===== src/rtl/tbase_pkg.sv =====
package tbase_pkg;
  typedef enum logic [1:0] {
    MODE_UP     = 2'b00,
    MODE_DOWN   = 2'b01,
    MODE_UPDN   = 2'b10,
    MODE_FREEZE = 2'b11
  } cntMode_e;

  localparam int ADDR_W = 2;
  localparam logic [ADDR_W-1:0] ADDR_CTRL  = 2'd0;
  localparam logic [ADDR_W-1:0] ADDR_PRD   = 2'd1;
  localparam logic [ADDR_W-1:0] ADDR_PHASE = 2'd2;

  localparam int CTRL_W   = 10;
  localparam int B_MODE   = 0;
  localparam int B_PHEN   = 2;
  localparam int B_DIRECT = 3;
  localparam int B_SEL    = 4;
  localparam int B_SWSYNC = 6;
  localparam int B_SDIR   = 7;
  localparam int B_HALT   = 8;

  typedef struct packed {
    logic     syncLoad;
    logic     step;
    logic     prdLoad;
    logic     wrShadow;
    logic     wrActive;
    logic     wrPhase;
    cntMode_e mode;
    logic     syncDir;
  } tbStrobe_t;
endpackage


===== src/rtl/tbase_ctrl.sv =====
module tbase_ctrl
  import tbase_pkg::*;
(
  input  logic                         clk,
  input  logic                         rstN,
  input  logic                         tick,
  input  logic                         wrEn,
  input  logic [ADDR_W-1:0]            wrAddr,
  input  logic [CTRL_W-1:0]            ctrlBits,
  input  logic                         syncIn,
  input  logic                         cmpBEq,
  input  logic                         haltIn,
  input  logic                         cntIsZero,
  input  logic                         cntIsPrd,
  output tbStrobe_t                    strb,
  output logic [1:0]                   syncSel,
  output logic                         syncOut
);
  cntMode_e   modeQ;
  logic       phaseEnQ;
  logic       directQ;
  logic [1:0] syncSelQ;
  logic       syncDirQ;
  logic [1:0] haltModeQ;
  logic       swPendQ;
  logic       haltedQ;

  logic ctrlWr;
  logic prdWr;
  logic syncEvt;
  logic atEnd;
  logic haltBlock;

  assign ctrlWr = wrEn && (wrAddr == ADDR_CTRL);
  assign prdWr  = wrEn && (wrAddr == ADDR_PRD);

  always_ff @(posedge clk) begin
    if (!rstN) begin
      modeQ     <= MODE_FREEZE;
      phaseEnQ  <= 1'b0;
      directQ   <= 1'b0;
      syncSelQ  <= 2'b00;
      syncDirQ  <= 1'b0;
      haltModeQ <= 2'b00;
      swPendQ   <= 1'b0;
      haltedQ   <= 1'b0;
    end else begin
      if (ctrlWr) begin
        modeQ     <= cntMode_e'(ctrlBits[B_MODE +: 2]);
        phaseEnQ  <= ctrlBits[B_PHEN];
        directQ   <= ctrlBits[B_DIRECT];
        syncSelQ  <= ctrlBits[B_SEL +: 2];
        syncDirQ  <= ctrlBits[B_SDIR];
        haltModeQ <= ctrlBits[B_HALT +: 2];
      end
      if (ctrlWr && ctrlBits[B_SWSYNC]) begin
        swPendQ <= 1'b1;
      end else if (tick) begin
        swPendQ <= 1'b0;
      end
      haltedQ <= haltIn && (haltedQ || tick);
    end
  end

  assign syncEvt = tick && (syncIn || swPendQ);
  assign atEnd   = (modeQ == MODE_UP) ? cntIsPrd : cntIsZero;

  always_comb begin
    case (haltModeQ)
      2'b00:   haltBlock = haltIn && haltedQ;
      2'b01:   haltBlock = haltIn && atEnd;
      default: haltBlock = 1'b0;
    endcase
  end

  always_comb begin
    strb.syncLoad = syncEvt && phaseEnQ;
    strb.step     = tick && !strb.syncLoad && (modeQ != MODE_FREEZE) && !haltBlock;
    strb.prdLoad  = tick && cntIsZero && !directQ;
    strb.wrShadow = prdWr;
    strb.wrActive = prdWr && directQ;
    strb.wrPhase  = wrEn && (wrAddr == ADDR_PHASE);
    strb.mode     = modeQ;
    strb.syncDir  = syncDirQ;
  end

  always_comb begin
    case (syncSelQ)
      2'b00:   syncOut = syncIn || swPendQ;
      2'b01:   syncOut = cntIsZero;
      2'b10:   syncOut = cmpBEq;
      default: syncOut = 1'b0;
    endcase
  end

  assign syncSel = syncSelQ;
endmodule


===== src/rtl/tbase_dp.sv =====
module tbase_dp
  import tbase_pkg::*;
#(
  parameter int CNT_W = 16
) (
  input  logic             clk,
  input  logic             rstN,
  input  tbStrobe_t        strb,
  input  logic [CNT_W-1:0] wrData,
  output logic [CNT_W-1:0] cnt,
  output logic             dirUp,
  output logic             cntIsZero,
  output logic             cntIsPrd
);
  localparam logic [CNT_W-1:0] ZERO = '0;
  localparam logic [CNT_W-1:0] ONE  = {{(CNT_W-1){1'b0}}, 1'b1};

  logic [CNT_W-1:0] cntQ;
  logic             dirQ;
  logic [CNT_W-1:0] prdActQ;
  logic [CNT_W-1:0] prdShdQ;
  logic [CNT_W-1:0] phaseQ;

  logic [CNT_W-1:0] effPrd;
  logic [CNT_W-1:0] nextCnt;
  logic             nextDir;

  assign effPrd = strb.prdLoad ? prdShdQ : prdActQ;

  always_comb begin
    nextCnt = cntQ;
    nextDir = dirQ;
    if (strb.syncLoad) begin
      nextCnt = phaseQ;
      case (strb.mode)
        MODE_UP:   nextDir = 1'b1;
        MODE_DOWN: nextDir = 1'b0;
        MODE_UPDN: nextDir = strb.syncDir;
        default:   nextDir = dirQ;
      endcase
    end else if (strb.step) begin
      case (strb.mode)
        MODE_UP: begin
          nextDir = 1'b1;
          nextCnt = (cntQ >= effPrd) ? ZERO : cntQ + ONE;
        end
        MODE_DOWN: begin
          nextDir = 1'b0;
          nextCnt = (cntQ == ZERO) ? effPrd : cntQ - ONE;
        end
        MODE_UPDN: begin
          if (dirQ) begin
            if (cntQ >= effPrd) begin
              nextDir = 1'b0;
              nextCnt = (cntQ == ZERO) ? ZERO : cntQ - ONE;
            end else begin
              nextCnt = cntQ + ONE;
            end
          end else begin
            if (cntQ == ZERO) begin
              nextDir = 1'b1;
              nextCnt = (effPrd == ZERO) ? ZERO : ONE;
            end else begin
              nextCnt = cntQ - ONE;
            end
          end
        end
        default: begin
          nextCnt = cntQ;
          nextDir = dirQ;
        end
      endcase
    end
  end

  always_ff @(posedge clk) begin
    if (!rstN) begin
      cntQ    <= ZERO;
      dirQ    <= 1'b1;
      prdActQ <= '1;
      prdShdQ <= '1;
      phaseQ  <= ZERO;
    end else begin
      cntQ <= nextCnt;
      dirQ <= nextDir;
      if (strb.wrActive) begin
        prdActQ <= wrData;
      end else if (strb.prdLoad) begin
        prdActQ <= prdShdQ;
      end
      if (strb.wrShadow) begin
        prdShdQ <= wrData;
      end
      if (strb.wrPhase) begin
        phaseQ <= wrData;
      end
    end
  end

  assign cnt       = cntQ;
  assign dirUp     = dirQ;
  assign cntIsZero = (cntQ == ZERO);
  assign cntIsPrd  = (cntQ == prdActQ);
endmodule


===== src/rtl/tbase_top.sv =====
module tbase_top
  import tbase_pkg::*;
#(
  parameter int CNT_W = 16
) (
  input  logic             clk,
  input  logic             rstN,
  input  logic             tick,
  input  logic             wrEn,
  input  logic [1:0]       wrAddr,
  input  logic [CNT_W-1:0] wrData,
  input  logic             syncIn,
  input  logic             cmpBEq,
  input  logic             haltIn,
  output logic [CNT_W-1:0] cnt,
  output logic             dirUp,
  output logic             zeroFlag,
  output logic             prdFlag,
  output logic             syncOut
);
  tbStrobe_t  strb;
  logic [1:0] syncSel;

  tbase_ctrl u_ctrl (
    .clk       (clk),
    .rstN      (rstN),
    .tick      (tick),
    .wrEn      (wrEn),
    .wrAddr    (wrAddr),
    .ctrlBits  (wrData[CTRL_W-1:0]),
    .syncIn    (syncIn),
    .cmpBEq    (cmpBEq),
    .haltIn    (haltIn),
    .cntIsZero (zeroFlag),
    .cntIsPrd  (prdFlag),
    .strb      (strb),
    .syncSel   (syncSel),
    .syncOut   (syncOut)
  );

  tbase_dp #(.CNT_W(CNT_W)) u_dp (
    .clk       (clk),
    .rstN      (rstN),
    .strb      (strb),
    .wrData    (wrData),
    .cnt       (cnt),
    .dirUp     (dirUp),
    .cntIsZero (zeroFlag),
    .cntIsPrd  (prdFlag)
  );
endmodule


===== config.mk =====
export PLATFORM = sky130hd
export DESIGN_NAME = tbase_top
export DESIGN_NICKNAME = d
export VERILOG_FILES = /design/src/rtl/tbase_pkg.sv /design/src/rtl/tbase_ctrl.sv /design/src/rtl/tbase_dp.sv /design/src/rtl/tbase_top.sv
export SDC_FILE = /design/constraint.sdc
export NUM_CORES = 1
export LEC_CHECK = 0
export BUFFER_PORTS_ARGS = -buffer_cell sky130_fd_sc_hd__buf_2
export CORE_ASPECT_RATIO = 1.25
export CORE_MARGIN = 10
export CORE_UTILIZATION = 44
export DETAILED_ROUTE_END_ITERATION = 10
export GPL_ROUTABILITY_DRIVEN = 0
export MAX_ROUTING_LAYER = met4
export PLACE_DENSITY_LB_ADDON = 0.2
export RECOVER_POWER = 100
export SYNTH_ARGS = -nofsm -noshare
export SYNTH_HDL_FRONTEND = slang
export SYNTH_SLANG_ARGS = --single-unit
export TNS_END_PERCENT = 5

===== constraint.sdc =====
create_clock -name clk -period 6.22 [get_ports clk]
set_input_delay 0.933 -clock clk [delete_from_list [all_inputs] [get_ports clk]]
set_output_delay 0.933 -clock clk [all_outputs]
set_load 0.05 [all_outputs]

* After elaboration in Yosys (flattened, before gate mapping)
Cells that the tools add are included.
** Word-level totals
- Bits in registers :: 76
- Logic and storage cells :: 81
** Operators by class
- Eq/ne operators :: 9
- Magnitude comparators :: 1
- Add/subtract/negate cells :: 2
- Reduce and logical (&&, ||, !) cells :: 32
- Muxes and demuxes :: 24
** Operator list (number)
- $mux 16 :: 10
- $pmux 16 s3 :: 1
- $logic_not 16->1 :: 2
- $add 16x1->16 const B :: 1
- $eq 16x16->1 :: 1
- $ge 16x16->1 :: 1
- $sub 16x1->16 const B :: 1
- $logic_and 1x1->1 :: 15
- $mux 1 :: 9
- $pmux 1 s3 :: 3
- $eq 2x1->1 const B :: 4
- $logic_not 2->1 :: 4
- $eq 2x2->1 const B :: 3
- $reduce_and 2->1 :: 2
- $reduce_bool 2->1 :: 2
- $reduce_bool 4->1 :: 1
- $logic_not 1->1 :: 3
- $reduce_bool 3->1 :: 1
- $logic_or 1x1->1 :: 2
- $ne 2x2->1 const B :: 1
- $pmux 1 s2 :: 1

* Longest topological paths before layout
- Depth after elaboration :: 11
- Gate-level depth with buffers :: 19
- Mapped depth without buffers :: 15

* Cells and area by module
From an unflattened synthesis, not the netlist that was laid out.
** Second synthesis, totals
- Cells, all modules :: 620
- Area total of the unflattened synthesis :: 5116.2 um2
** Modules (own cells, without submodules)
- tbase_dp :: instances 1, cells each 563, seq. area each 1301.2 um2, area an instance 4575.6 um2
- tbase_ctrl :: instances 1, cells each 57, seq. area each 220.2 um2, area an instance 540.5 um2

* Worst setup path before layout
Ideal clock, no wire load.
- Kind :: reg2reg
- Start point :: register u_dp.cntQ[0] (netlist: u_dp.cnt[0])
- End point :: register u_dp.cntQ[12] (netlist: u_dp.cnt[12])
- Setup slack :: 1.286 ns
- Required time :: 6.098 ns
- Arrival :: 4.812 ns
- Period minus slack after synthesis :: 4.934 ns
- Setup time :: 0.122 ns
- Cell stages (with the launch flop) :: 20
- Cell sequence :: dfxtp_1 -> clkbuf_1 -> inv_1 -> ha_1 -> or4b_1 -> buf_2 -> or4_4 -> clkinv_4 -> nand2_4 -> buf_1 -> mux2i_1 -> ha_1 -> and4_1 -> a21o_1 -> o21ai_0 -> and3_1 -> clkbuf_1 -> nand2_1 -> mux2i_1 -> o311a_1
** Between the ends
- Longest elaborated chain between the ends :: 10
- Elaborated cells between the ends (all ways) :: 24
- Those cells by class :: add/sub (2); order compare (1); eq/ne (1); mux (12); reduce/logical (8)
** RTL lines
- from (decl) :: line tbase_dp.sv:18 : logic [CNT_W-1:0] cntQ;
- from (signal assigned) :: line tbase_dp.sv:84 : cntQ <= nextCnt;
- $logic_not 16->1
- $logic_and 1x1->1 (2 in series) :: line tbase_ctrl.sv:79 : strb.prdLoad = tick && cntIsZero && !directQ;
- $mux 16
- $ge 16x16->1 :: line tbase_dp.sv:45, tbase_dp.sv:53
- $mux 16 :: line tbase_dp.sv:53 : if (cntQ >= effPrd) begin
- $mux 16 :: line tbase_dp.sv:52 : if (dirQ) begin
- $pmux 16 s3 :: line tbase_dp.sv:42 : case (strb.mode)
- $mux 16 :: line tbase_dp.sv:41 : end else if (strb.step) begin
- $mux 16 :: line tbase_dp.sv:33 : if (strb.syncLoad) begin
Parallel ways exist; a longest one is shown, timed or not. The select of a mux whose other input is x is not followed.
A chain may end at the register's enable or synchronous reset.

* Final worst setup path
- Start point :: register u_dp.cntQ[0] (netlist: u_dp.cnt[0])
- End point :: register u_dp.cntQ[15] (netlist: u_dp.cnt[15])
Same word-level chain as after synthesis.

==> metrics <==
IO buf count=44; cell chain of the critical path=inv_1 -> ha_1 -> or4b_1 -> or4_4 -> clkinv_4 -> nand2_4 -> mux2i_1 -> ha_1 -> a21oi_1 -> o21ai_0 -> a2111oi_2 -> a311oi_2 -> clkbuf_1 -> nor4_2 -> a211oi_1 -> a311oi_1; Synth area leader=dfxtp_1; final instance area=0.00577 mm²; Seq cells post-synth=76; Die Span Y=142 µm; average wire per standard cell=20.5 µm; critical path's slowest cell=or4_4; Final HPWL DP=13200 µm; Yosys warnings=0; diode count=0; WHS Endpoint=u_dp.phaseQ[0]$_SDFFE_PN0P_; status=finished with violations; Post-synth EDFFs=0; unrepaired setup endpoints after global routing=false; row count=44; Slew headroom=-39.9%; Worst Setup Start Kind=flip-flop; power density cells=213 mW/mm²; top_reg_cell synth=dfxtp_1; CTS Buf Count=9; Cell Area, Placed=0.00553 mm²; CTS max path bufs=2; core area=0.0117 mm²; hold path cells=2; DRC viols=0; FMAX=0.175 GHz; mapped cell area=0.00527 mm²; Hold WC Path Type=reg2reg; # setup viols final=0; leak pwr=0.00228 µW; Arrival @ worst endpoint=5.97 ns; CTS clock-pin slew for the worst setup and hold paths=0.06 ns; Synth cell types=71; Tightest Pin Transition=2.10 ns; Worst VDD drop=149 µV; asr flop ratio synth=0%; Setup Skew=0.00922 ns; critical path class=reg2reg; Mean Syn Cell Area=7.62 µm²; post-layout net count=746; DR vias=5424; post-CTS setup buffer count=0; worst r2r dst=u_dp.cnt[15]$_SDFFE_PN0P_; P&R area growth vs syn=9.67%; max cap viols=2; H-tree levels=3; crit-path max FO=25; Detail Route Antenna Nets=0; CTS tree=built; Die Footprint=0.0168 mm²; worst skew pair latency=0.35 ns; highest routed layer=met4; total negative setup slack=0 ns; crit end category=flip-flop; met3 WL post-DR=1440 µm; Mapped Cells=691; CP dominant cell by count=ha_1; FILL cells=1199; DR vias/cell=6.27; grt ovf=0; reg2reg start=u_dp.cnt[0]$_SDFFE_PN0P_; first-pass GRT wire length=28500 µm; DR WL met2=8240 µm; R2R setup slack=0.50 ns; CP Data Required Time=6.46 ns; sequential fraction of the synthesis area=28.9%; WL final=17800 µm; violated checks=capacitance limit, slew limit; total power draw=1230 µW; die width=118 µm; post-CTS sizing=0; Tcrit/Tclk final=92.0%; Synth top area share=28.9%; top cells by area, synth=dfxtp_1 29%, nand2_1 9.6%, ha_1 5.0%; metal1 wirelength=7330 µm; commonest cells after routing, fill and taps aside=135 x nand2_1, 76 x dfxtp_1, 37 x nor2_1, 37 x a21oi_1, 34 x o21ai_0; drt initial violations=508; most common cell after layout, fill and taps aside=nand2_1; reg2reg path depth=16; first drt pass iteration count=5; Final min period=5.72 ns; CTS sink count=76; Slew Viols, Final=60; gr usage total=21.6%; Final Hold Viols=0; root buffer cell=clkbuf_16; HP Start=u_dp.phaseQ[0]$_SDFFE_PN0P_; Initial Util=45.1%; CP peak stage delay=0.77 ns; vias in the first global route=5136; layout cell share with drive strength beyond 1=8.95%; initial antenna violation count=0; critical path startpoint=u_dp.cnt[0]$_SDFFE_PN0P_; # hold bufs at CTS=0; syn nets=737; IO Count=45; largest net degree at the start of global routing=47
==> metal layers <==
layer  track usage [%]  vias to the layer above
met2              34.0                      304
met3              3.45                       59
met5                 -                        -
met4              11.2                        0
met1              26.2                     2546
li1                  -                     2515
==> worst max path at each step <==
stage	slack [ns]	to	cells after the start
after floorplan	1.29	u_dp.cnt[12]$_SDFFE_PN0P_	19
after global placement	1.04	u_dp.cnt[2]$_SDFFE_PN0P_	15
after detailed placement	0.79	u_dp.cnt[2]$_SDFFE_PN0P_	15
after CTS	0.77	u_dp.cnt[2]$_SDFFE_PN0P_	15
after global routing	0.23	u_dp.cnt[9]$_SDFFE_PN0P_	16
final	0.50	u_dp.cnt[15]$_SDFFE_PN0P_	16
==> final cells by class <==
class,count,area [µm²],share of cell area (%)
Inverter,13,53.8,0.932
Multi-Input combinational cell,545,3440,59.6
Tap cell,161,201,3.49
Clock buffer,9,225,3.90
Timing Repair Buffer,55,267,4.62
Clock inverter,6,65.1,1.13
Sequential cell,76,1520,26.3
==> registers in the layout, summed over array words and instances, names as in the netlist <==
signal and cells:
u_dp.cnt 16, u_dp.phaseQ 16, u_dp.prdActQ 16, u_dp.prdShdQ 16, u_ctrl.haltModeQ 2, u_ctrl.modeQ 2, u_ctrl.syncSel 2, u_ctrl.directQ 1
u_ctrl.haltedQ 1, u_ctrl.phaseEnQ 1, u_ctrl.swPendQ 1, u_ctrl.syncDirQ 1, u_dp.dirUp 1
==> Yosys cell counts, drive strengths merged (4+ instances only) <==
master,n
clkbuf,47
or4,5
xor2,11
mux2,4
xnor2,29
a21boi,4
nor2,37
nand4,15
o211ai,5
nand3,27
a211oi,12
a22o,6
nor4,16
nor2b,8
nor3,12
inv,12
buf,10
mux2i,22
a311oi,8
dfxtp,76
a31oi,7
or3,6
nand2,136
o21ai,34
a21o,4
a22oi,9
ha,21
a21oi,37
nand2b,9
==> power breakdown <==
| group | total (µW) | leakage (µW) | internal [µW] | switching (µW) |
|---|---|---|---|---|
| combinational | 183 | 0.00152 | 61.2 | 122 |
| clock | 525 | 0.000142 | 309 | 216 |
| sequential | 522 | 0.000619 | 504 | 18.3 |
==> per-stage QoR <==
| step | setup slack (ns) | std cells | utilization [%] | hold WS (ns) |
|---|---|---|---|---|
| 2_1_floorplan | 1.29 | 691 | - | 0.433 |
| 5_1_grt | 0.229 | 865 | 49.5 | 0.484 |
| 3_3_place_gp | 1.04 | 850 | 47.4 | 0.447 |
| 3_5_place_dp | 0.787 | 850 | 47.4 | 0.459 |
| 6_report | 0.496 | 865 | 49.5 | 0.464 |
| 4_1_cts | 0.767 | 865 | 49.9 | 0.467 |
==> cell families after synthesis <==
kind of cell | after synthesis | synth area share (%)
AND/OR/NAND/NOR | 290 | 26.4
AO/OA/AOI/OAI | 168 | 22.4
flip-flops | 76 | 28.9
buffers and inverters | 70 | 5.58
XOR/XNOR | 40 | 6.65
multiplexers | 26 | 5.04
adder cells (fa/ha/maj) | 21 | 4.99
==> worst max-delay path, delay by kind of cell (launching register included) <==
family / cells / cell delay (ns)
AO/OA/AOI/OAI: 6 / 1.40
adder cells (fa/ha/maj): 2 / 0.56
buffers and inverters: 3 / 0.65
flip-flops: 1 / 0.41
multiplexers: 1 / 0.40
AND/OR/NAND/NOR: 4 / 2.18
(Power assumes the default switching activity.)
